File: src/rtl/imc_pkg.sv
package imc_pkg;

  localparam int VEC_W = 8;
  localparam int IDX_W = 4;

  typedef logic [VEC_W-1:0] vec_t;

  typedef enum logic [1:0] {
    SZ_BYTE  = 2'b00,
    SZ_HALF  = 2'b01,
    SZ_WORD  = 2'b10,
    SZ_DWORD = 2'b11
  } acc_size_e;

  typedef enum logic [1:0] {
    RG_PMASK = 2'd0,
    RG_PPEND = 2'd1,
    RG_SMASK = 2'd2,
    RG_SPEND = 2'd3
  } reg_sel_e;

  // one-hot of an acknowledge index; indices past the vector select nothing
  function automatic vec_t ack_bits(input logic [IDX_W-1:0] idx);
    vec_t r;
    r = '0;
    if (idx < IDX_W'(VEC_W)) r[idx[2:0]] = 1'b1;
    return r;
  endfunction

  // clears and acknowledges both win over a same-cycle post
  function automatic vec_t pend_next(input vec_t cur, input vec_t post,
                                     input vec_t clr, input vec_t ack);
    return (cur | post) & ~clr & ~ack;
  endfunction

  function automatic logic irq_level(input vec_t pend, input vec_t en);
    return |(pend & en);
  endfunction

  function automatic logic access_ok(input logic we, input reg_sel_e sel,
                                     input acc_size_e sz);
    return (sz == SZ_BYTE) || (!we && sel == RG_PPEND && sz == SZ_DWORD);
  endfunction

endpackage

File: src/rtl/imc_decode.sv
module imc_decode
  import imc_pkg::*;
(
  input  logic       bus_req,
  input  logic       bus_we,
  input  logic [1:0] bus_addr,
  input  logic [1:0] bus_size,
  output logic       wr_pmask,
  output logic       wr_ack,
  output logic       wr_smask,
  output logic       rd_stb,
  output logic       bad_stb,
  output reg_sel_e   sel
);

  logic ok;

  always_comb begin
    sel      = reg_sel_e'(bus_addr);
    ok       = access_ok(bus_we, sel, acc_size_e'(bus_size));
    bad_stb  = bus_req && !ok;
    rd_stb   = bus_req && ok && !bus_we;
    wr_pmask = bus_req && ok && bus_we && (sel == RG_PMASK);
    wr_ack   = bus_req && ok && bus_we && (sel == RG_PPEND);
    wr_smask = bus_req && ok && bus_we && (sel == RG_SMASK);
  end

  // a faulting access never also produces an action strobe
  always_comb begin
    a_r10_strobes_exclusive: assert ($onehot0({wr_pmask, wr_ack, wr_smask, rd_stb, bad_stb}))
      else $error("decode strobes overlap");
  end

endmodule

File: src/rtl/imc_pending.sv
module imc_pending
  import imc_pkg::*;
(
  input  logic             clk,
  input  logic             rst_n,
  input  vec_t             post_vec,
  input  vec_t             clr_vec,
  input  logic             ack_stb,
  input  logic [IDX_W-1:0] ack_idx,
  output vec_t             pend_q,
  output vec_t             pend_d
);

  vec_t ack_vec;
  vec_t post_eff;

  always_comb begin
    ack_vec  = ack_stb ? ack_bits(ack_idx) : '0;
    post_eff = post_vec & ~clr_vec & ~ack_vec;
    pend_d   = pend_next(pend_q, post_vec, clr_vec, ack_vec);
  end

  always_ff @(posedge clk) begin
    if (!rst_n) pend_q <= '0;
    else        pend_q <= pend_d;
  end

  a_r4_ack_clears: assert property (@(posedge clk) disable iff (!rst_n)
    ($past(ack_stb) && !$past(ack_idx[3])) |-> !pend_q[$past(ack_idx[2:0])])
    else $error("acknowledged bit still pending");

  a_r5_post_sets: assert property (@(posedge clk) disable iff (!rst_n)
    1'b1 |=> ((pend_q & $past(post_eff)) == $past(post_eff)))
    else $error("posted bit not pending");

  a_r6_clear_wins: assert property (@(posedge clk) disable iff (!rst_n)
    1'b1 |=> ((pend_q & $past(clr_vec)) == '0))
    else $error("cleared bit still pending");

endmodule

File: src/rtl/imc_mask.sv
module imc_mask
  import imc_pkg::*;
(
  input  logic clk,
  input  logic rst_n,
  input  logic wr_pmask,
  input  logic wr_smask,
  input  vec_t wdata,
  output vec_t en_q,
  output vec_t en_d,
  output vec_t smask_q
);

  always_comb en_d = wr_pmask ? ~wdata : en_q;

  always_ff @(posedge clk) begin
    if (!rst_n) begin
      en_q    <= '0;
      smask_q <= '0;
    end else begin
      en_q <= en_d;
      if (wr_smask) smask_q <= wdata;
    end
  end

  a_r2_enable_is_complement: assert property (@(posedge clk) disable iff (!rst_n)
    $past(wr_pmask) |-> (en_q == ~$past(wdata)))
    else $error("enable not complement of written mask");

  a_r8_smask_plain: assert property (@(posedge clk) disable iff (!rst_n)
    $past(wr_smask) |-> (smask_q == $past(wdata)))
    else $error("secondary mask altered");

endmodule

File: src/rtl/imc_irq.sv
module imc_irq
  import imc_pkg::*;
(
  input  logic clk,
  input  logic rst_n,
  input  logic evt,
  input  vec_t pend_d,
  input  vec_t en_d,
  output logic irq_q
);

  always_ff @(posedge clk) begin
    if (!rst_n)   irq_q <= 1'b0;
    else if (evt) irq_q <= irq_level(pend_d, en_d);
  end

  a_r3_quiet_holds: assert property (@(posedge clk) disable iff (!rst_n)
    !$past(evt) |-> $stable(irq_q))
    else $error("irq moved without an event");

endmodule

File: src/rtl/imc_ctrl.sv
module imc_ctrl
  import imc_pkg::*;
#(
  parameter int RD_W = 64
) (
  input  logic            clk,
  input  logic            rst_n,
  input  logic            bus_req,
  input  logic            bus_we,
  input  logic [1:0]      bus_addr,
  input  logic [1:0]      bus_size,
  input  logic [7:0]      bus_wdata,
  output logic [RD_W-1:0] bus_rdata,
  output logic            bus_err,
  input  logic [7:0]      post_vec,
  input  logic [7:0]      clr_vec,
  output logic            cpu_irq
);

  localparam int PAD_W = RD_W - VEC_W;

  logic     wr_pmask, wr_ack, wr_smask, rd_stb, bad_stb;
  reg_sel_e sel;
  vec_t     pend_q, pend_d, en_q, en_d, smask_q;
  logic     evt;
  vec_t     rd_byte;

  imc_decode u_dec (
    .bus_req (bus_req),
    .bus_we  (bus_we),
    .bus_addr(bus_addr),
    .bus_size(bus_size),
    .wr_pmask(wr_pmask),
    .wr_ack  (wr_ack),
    .wr_smask(wr_smask),
    .rd_stb  (rd_stb),
    .bad_stb (bad_stb),
    .sel     (sel)
  );

  imc_pending u_pend (
    .clk     (clk),
    .rst_n   (rst_n),
    .post_vec(post_vec),
    .clr_vec (clr_vec),
    .ack_stb (wr_ack),
    .ack_idx (bus_wdata[IDX_W-1:0]),
    .pend_q  (pend_q),
    .pend_d  (pend_d)
  );

  imc_mask u_mask (
    .clk     (clk),
    .rst_n   (rst_n),
    .wr_pmask(wr_pmask),
    .wr_smask(wr_smask),
    .wdata   (bus_wdata),
    .en_q    (en_q),
    .en_d    (en_d),
    .smask_q (smask_q)
  );

  assign evt = wr_pmask || wr_ack || (|post_vec) || (|clr_vec);

  imc_irq u_irq (
    .clk   (clk),
    .rst_n (rst_n),
    .evt   (evt),
    .pend_d(pend_d),
    .en_d  (en_d),
    .irq_q (cpu_irq)
  );

  always_comb begin
    unique case (sel)
      RG_PMASK: rd_byte = ~en_q;
      RG_PPEND: rd_byte = pend_q;
      RG_SMASK: rd_byte = smask_q;
      default:  rd_byte = '0;
    endcase
  end

  always_ff @(posedge clk) begin
    if (!rst_n) begin
      bus_rdata <= '0;
      bus_err   <= 1'b0;
    end else begin
      bus_err <= bad_stb;
      if (rd_stb) bus_rdata <= {{PAD_W{1'b0}}, rd_byte};
    end
  end

  a_r3_irq_tracks_masked_pending: assert property (@(posedge clk) disable iff (!rst_n)
    cpu_irq == irq_level(pend_q, en_q))
    else $error("cpu_irq out of step with pending and enable");

  a_r7_upper_zero: assert property (@(posedge clk) disable iff (!rst_n)
    bus_rdata[RD_W-1:VEC_W] == '0)
    else $error("read data upper bits not zero");

  a_r10_bad_no_effect: assert property (@(posedge clk) disable iff (!rst_n)
    $past(bad_stb) |-> (bus_err && en_q == $past(en_q) && smask_q == $past(smask_q)
                        && $stable(bus_rdata)))
    else $error("faulting access changed state");

endmodule

File: config.mk
export PLATFORM = sky130hd
export DESIGN_NAME = imc_ctrl
export DESIGN_NICKNAME = d
export VERILOG_FILES = /design/src/rtl/imc_pkg.sv /design/src/rtl/imc_decode.sv /design/src/rtl/imc_pending.sv /design/src/rtl/imc_mask.sv /design/src/rtl/imc_irq.sv /design/src/rtl/imc_ctrl.sv
export SDC_FILE = /design/constraint.sdc
export NUM_CORES = 1
export LEC_CHECK = 0
export BUFFER_PORTS_ARGS = -buffer_cell sky130_fd_sc_hd__clkbuf_2
export CAP_MARGIN = 20
export CORE_AREA = 2 2 69 71
export DETAILED_ROUTE_END_ITERATION = 8
export DIE_AREA = 0 0 71 73
export PLACE_DENSITY_LB_ADDON = 0.2
export SYNTH_ARGS = -nofsm -noshare
export SYNTH_HDL_FRONTEND = slang
export SYNTH_SLANG_ARGS = --single-unit
File: constraint.sdc
create_clock -name clk -period 2.5 [get_ports clk]
set_input_delay 0.125 -clock clk [delete_from_list [all_inputs] [get_ports clk]]
set_output_delay 0.125 -clock clk [all_outputs]
set_load 0.005 [all_outputs]
==> reports/results.tsv <==
metric	value	unit
power_switching	0.296	mW
synth.distinct_cells	38	
cts_tree	done	
vias_per_cell	4.87	
cap_violations	0	
period_needed	1.61	ns
num-fill-cells	469	
clockPowerShare	36.6	%
grt_pass1_vias	1549	
synth_top_area_cell	dfxtp_1	
yosys_warnings	0	
synth_area_per_cell	8.33	um^2
wire_per_inst	13.1	um
htreeDepth	2	
final_hold_viol_count	0	
pre_cts_ws	0.603	ns
clock_path_buffers	2	
layout-drive-gt1-share	19.8	%
cts_buffers	5	
vias	1691	
clock_latency	0.29	ns
cts_root_buf	clkbuf_8	
cts_resized	0	
fmax	619	MHz
track_usage	18.1	%
fin_nets	324	
synth.cell_area	0.00207	mm^2
post_cts_buffers	0	
drtPass1Iterations	4	
final_cell_mix	conb_1 (56), clkbuf_2 (41), dfxtp_1 (34), nor2_1 (31), mux2i_1 (15)	
grt_overflow	0	
final_common_cell	conb_1	
floorplan.initialDensity	45.7	%
rsz0062_at_grt	false	
finalWorstSetupSlack	0.886	ns
setup_tns	0	ns
synth_top_cells_by_area	dfxtp_1 (33%), buf_4 (20%), mux2i_1 (7.2%), nor2_1 (5.6%), a211oi_1 (4.0%)	
ys_seq_area_share	32.8	%
power.internal	0.835	mW
path_class	input pin to flip-flop	
crit_fanout	14	
die_y	73	um
switching_share	26.2	%
drtIter0Drc	73	
cts_num_sinks	34	
seqPwrFrac	49.8	%
drt_wl_total	4550	um
syn_inst	249	
leakagePower	1.04	nW
die-area	0.00518	mm^2
worstPathRequired	2.70	ns
ctsHoldBuffers	0	
status	finished clean	
ff_latch_area	681	um^2
drv_slew	0	
die_x	71	um
finalSetupViolCount	0	
place.gp.congestion	0.875	
antenna_left	0	
clock-skew-final	0.00503	ns
grt_pass1_wl	7330	um
startpoint_type	input pin	
power_frac_comb	13.6	%
relSlewSlack	59.3	%
worst_pin_slew	0.608	ns
powerDensity	508	mW/mm^2
ys_ff_latch	34	
place.port_buffers	41	
row_count	25	
min_path_type	input pin to flip-flop	
antenna_cells	0	
io_pins	98	
antenna_found_initial	0	
peakVddDrop	0.263	mV
syn2layout_area_growth	7.30	%
path_clk_slew	0.07	ns
hpwlAfterDp	3550	um
drc_errors	0	
grt_max_degree	18	
endpoint_kind	flip-flop	
core_area	0.00454	mm^2
multi_input_area	0.00109	mm^2
synthDominantCellAreaShare	32.8	%
crit_arrival	1.81	ns
finalCritPeriodShare	64.6	%
[critical path: stages]
cell and delay [ns]:
clkbuf_2 0.18, or2_1 0.41, or3_1 0.41, a2111oi_2 0.34, nor4_1 0.10, a311oi_1 0.25
[path summary, 6_finish.rpt]
path,from,to,slack [ns],cells after the start
worst max-delay path,bus_addr[0],u_irq.irq_q$_SDFFE_PN0P_,0.89,6
worst min-delay path,clr_vec[5],u_pend.pend_q[5]$_SDFF_PN0_,0.09,2
worst max register to register,u_mask.en_q[5]$_SDFF_PN0_,u_irq.irq_q$_SDFFE_PN0P_,1.18,4
worst min register to register,bus_rdata[4]$_SDFFE_PN0P_,bus_rdata[4]$_SDFFE_PN0P_,0.50,2
[state kept, by name (all words and copies together) (netlist names)]
| name | count |
|---|---|
| bus_rdata | 8 |
| u_mask.en_q | 8 |
| u_mask.smask_q | 8 |
| u_pend.pend_q | 8 |
| bus_err | 1 |
| u_irq.irq_q | 1 |
[cells by family after synthesis]
group / after synthesis / synth area share [%]
compound gates: 52 / 16.9
simple gates: 70 / 18.5
buf+inv: 77 / 24.4
flops: 34 / 32.8
mux: 15 / 7.24
other cells: 1 / 0.181
[routing by layer]
metal  wire length (um)  vias up  track usage [%]
li1                   -      843                -
met5                  0        -                0
met2               2070       73             28.6
met3                367        6             5.52
met4                 48        0             6.71
met1               2060      769             23.5
[power groups by stage]
stage | clock, mW | combinational, mW | sequential, mW
3_3_place_gp | 0 | 0.153 | 0.575
5_1_grt | 0.444 | 0.175 | 0.564
4_1_cts | 0.424 | 0.153 | 0.563
2_1_floorplan | 0 | 0.150 | 0.575
3_5_place_dp | 0 | 0.152 | 0.576
6_report | 0.414 | 0.154 | 0.563
[cell usage after synthesis]
library cell / n
a221oi_1: 4
nor3_1: 4
a211oi_1: 11
dfxtp_1: 34
o211a_1: 1
nand4_1: 2
conb_1: 1
nand2_1: 2
o211ai_1: 1
nor2_1: 31
nor3b_2: 1
nand4bb_1: 1
clkinv_1: 1
nor4b_1: 1
a2111oi_2: 1
or2_1: 2
buf_1: 1
clkbuf_1: 4
inv_1: 10
nand3b_1: 1
and4bb_2: 1
nand2b_1: 1
buf_4: 56
buf_2: 5
and4_1: 1
nor3b_1: 2
nor2b_1: 1
a21oi_1: 14
and2_1: 7
o21bai_1: 4
o21ai_0: 10
mux2i_1: 15
o21a_1: 1
and3b_1: 1
a311oi_1: 5
nor4_1: 6
or3_1: 4
nor3_2: 1
[through the flow]
stage                     instance area (um^2)  total power [mW]  hold slack, ns  util, %  std cells
after detailed placement                  2130             0.728           0.367     47.1        339
after global routing                      2230              1.18          0.0930     49.1        347
after CTS                                 2230              1.14          0.0778     49.1        347
after floorplan                           2280             0.725           0.204        -        304
final                                     2230              1.13          0.0875     49.1        347
after global placement                    2130             0.728           0.380     47.1        339
[final cells by class]
class	instances	area share [%]
sequential	34	30.6
tap	54	3.04
inverter	11	1.85
timing repair buffer	47	11.2
clock inverter	1	0.225
clock buffer	7	3.88
multi-input combinational	193	49.2
Power figures use the tool's default switching activity.
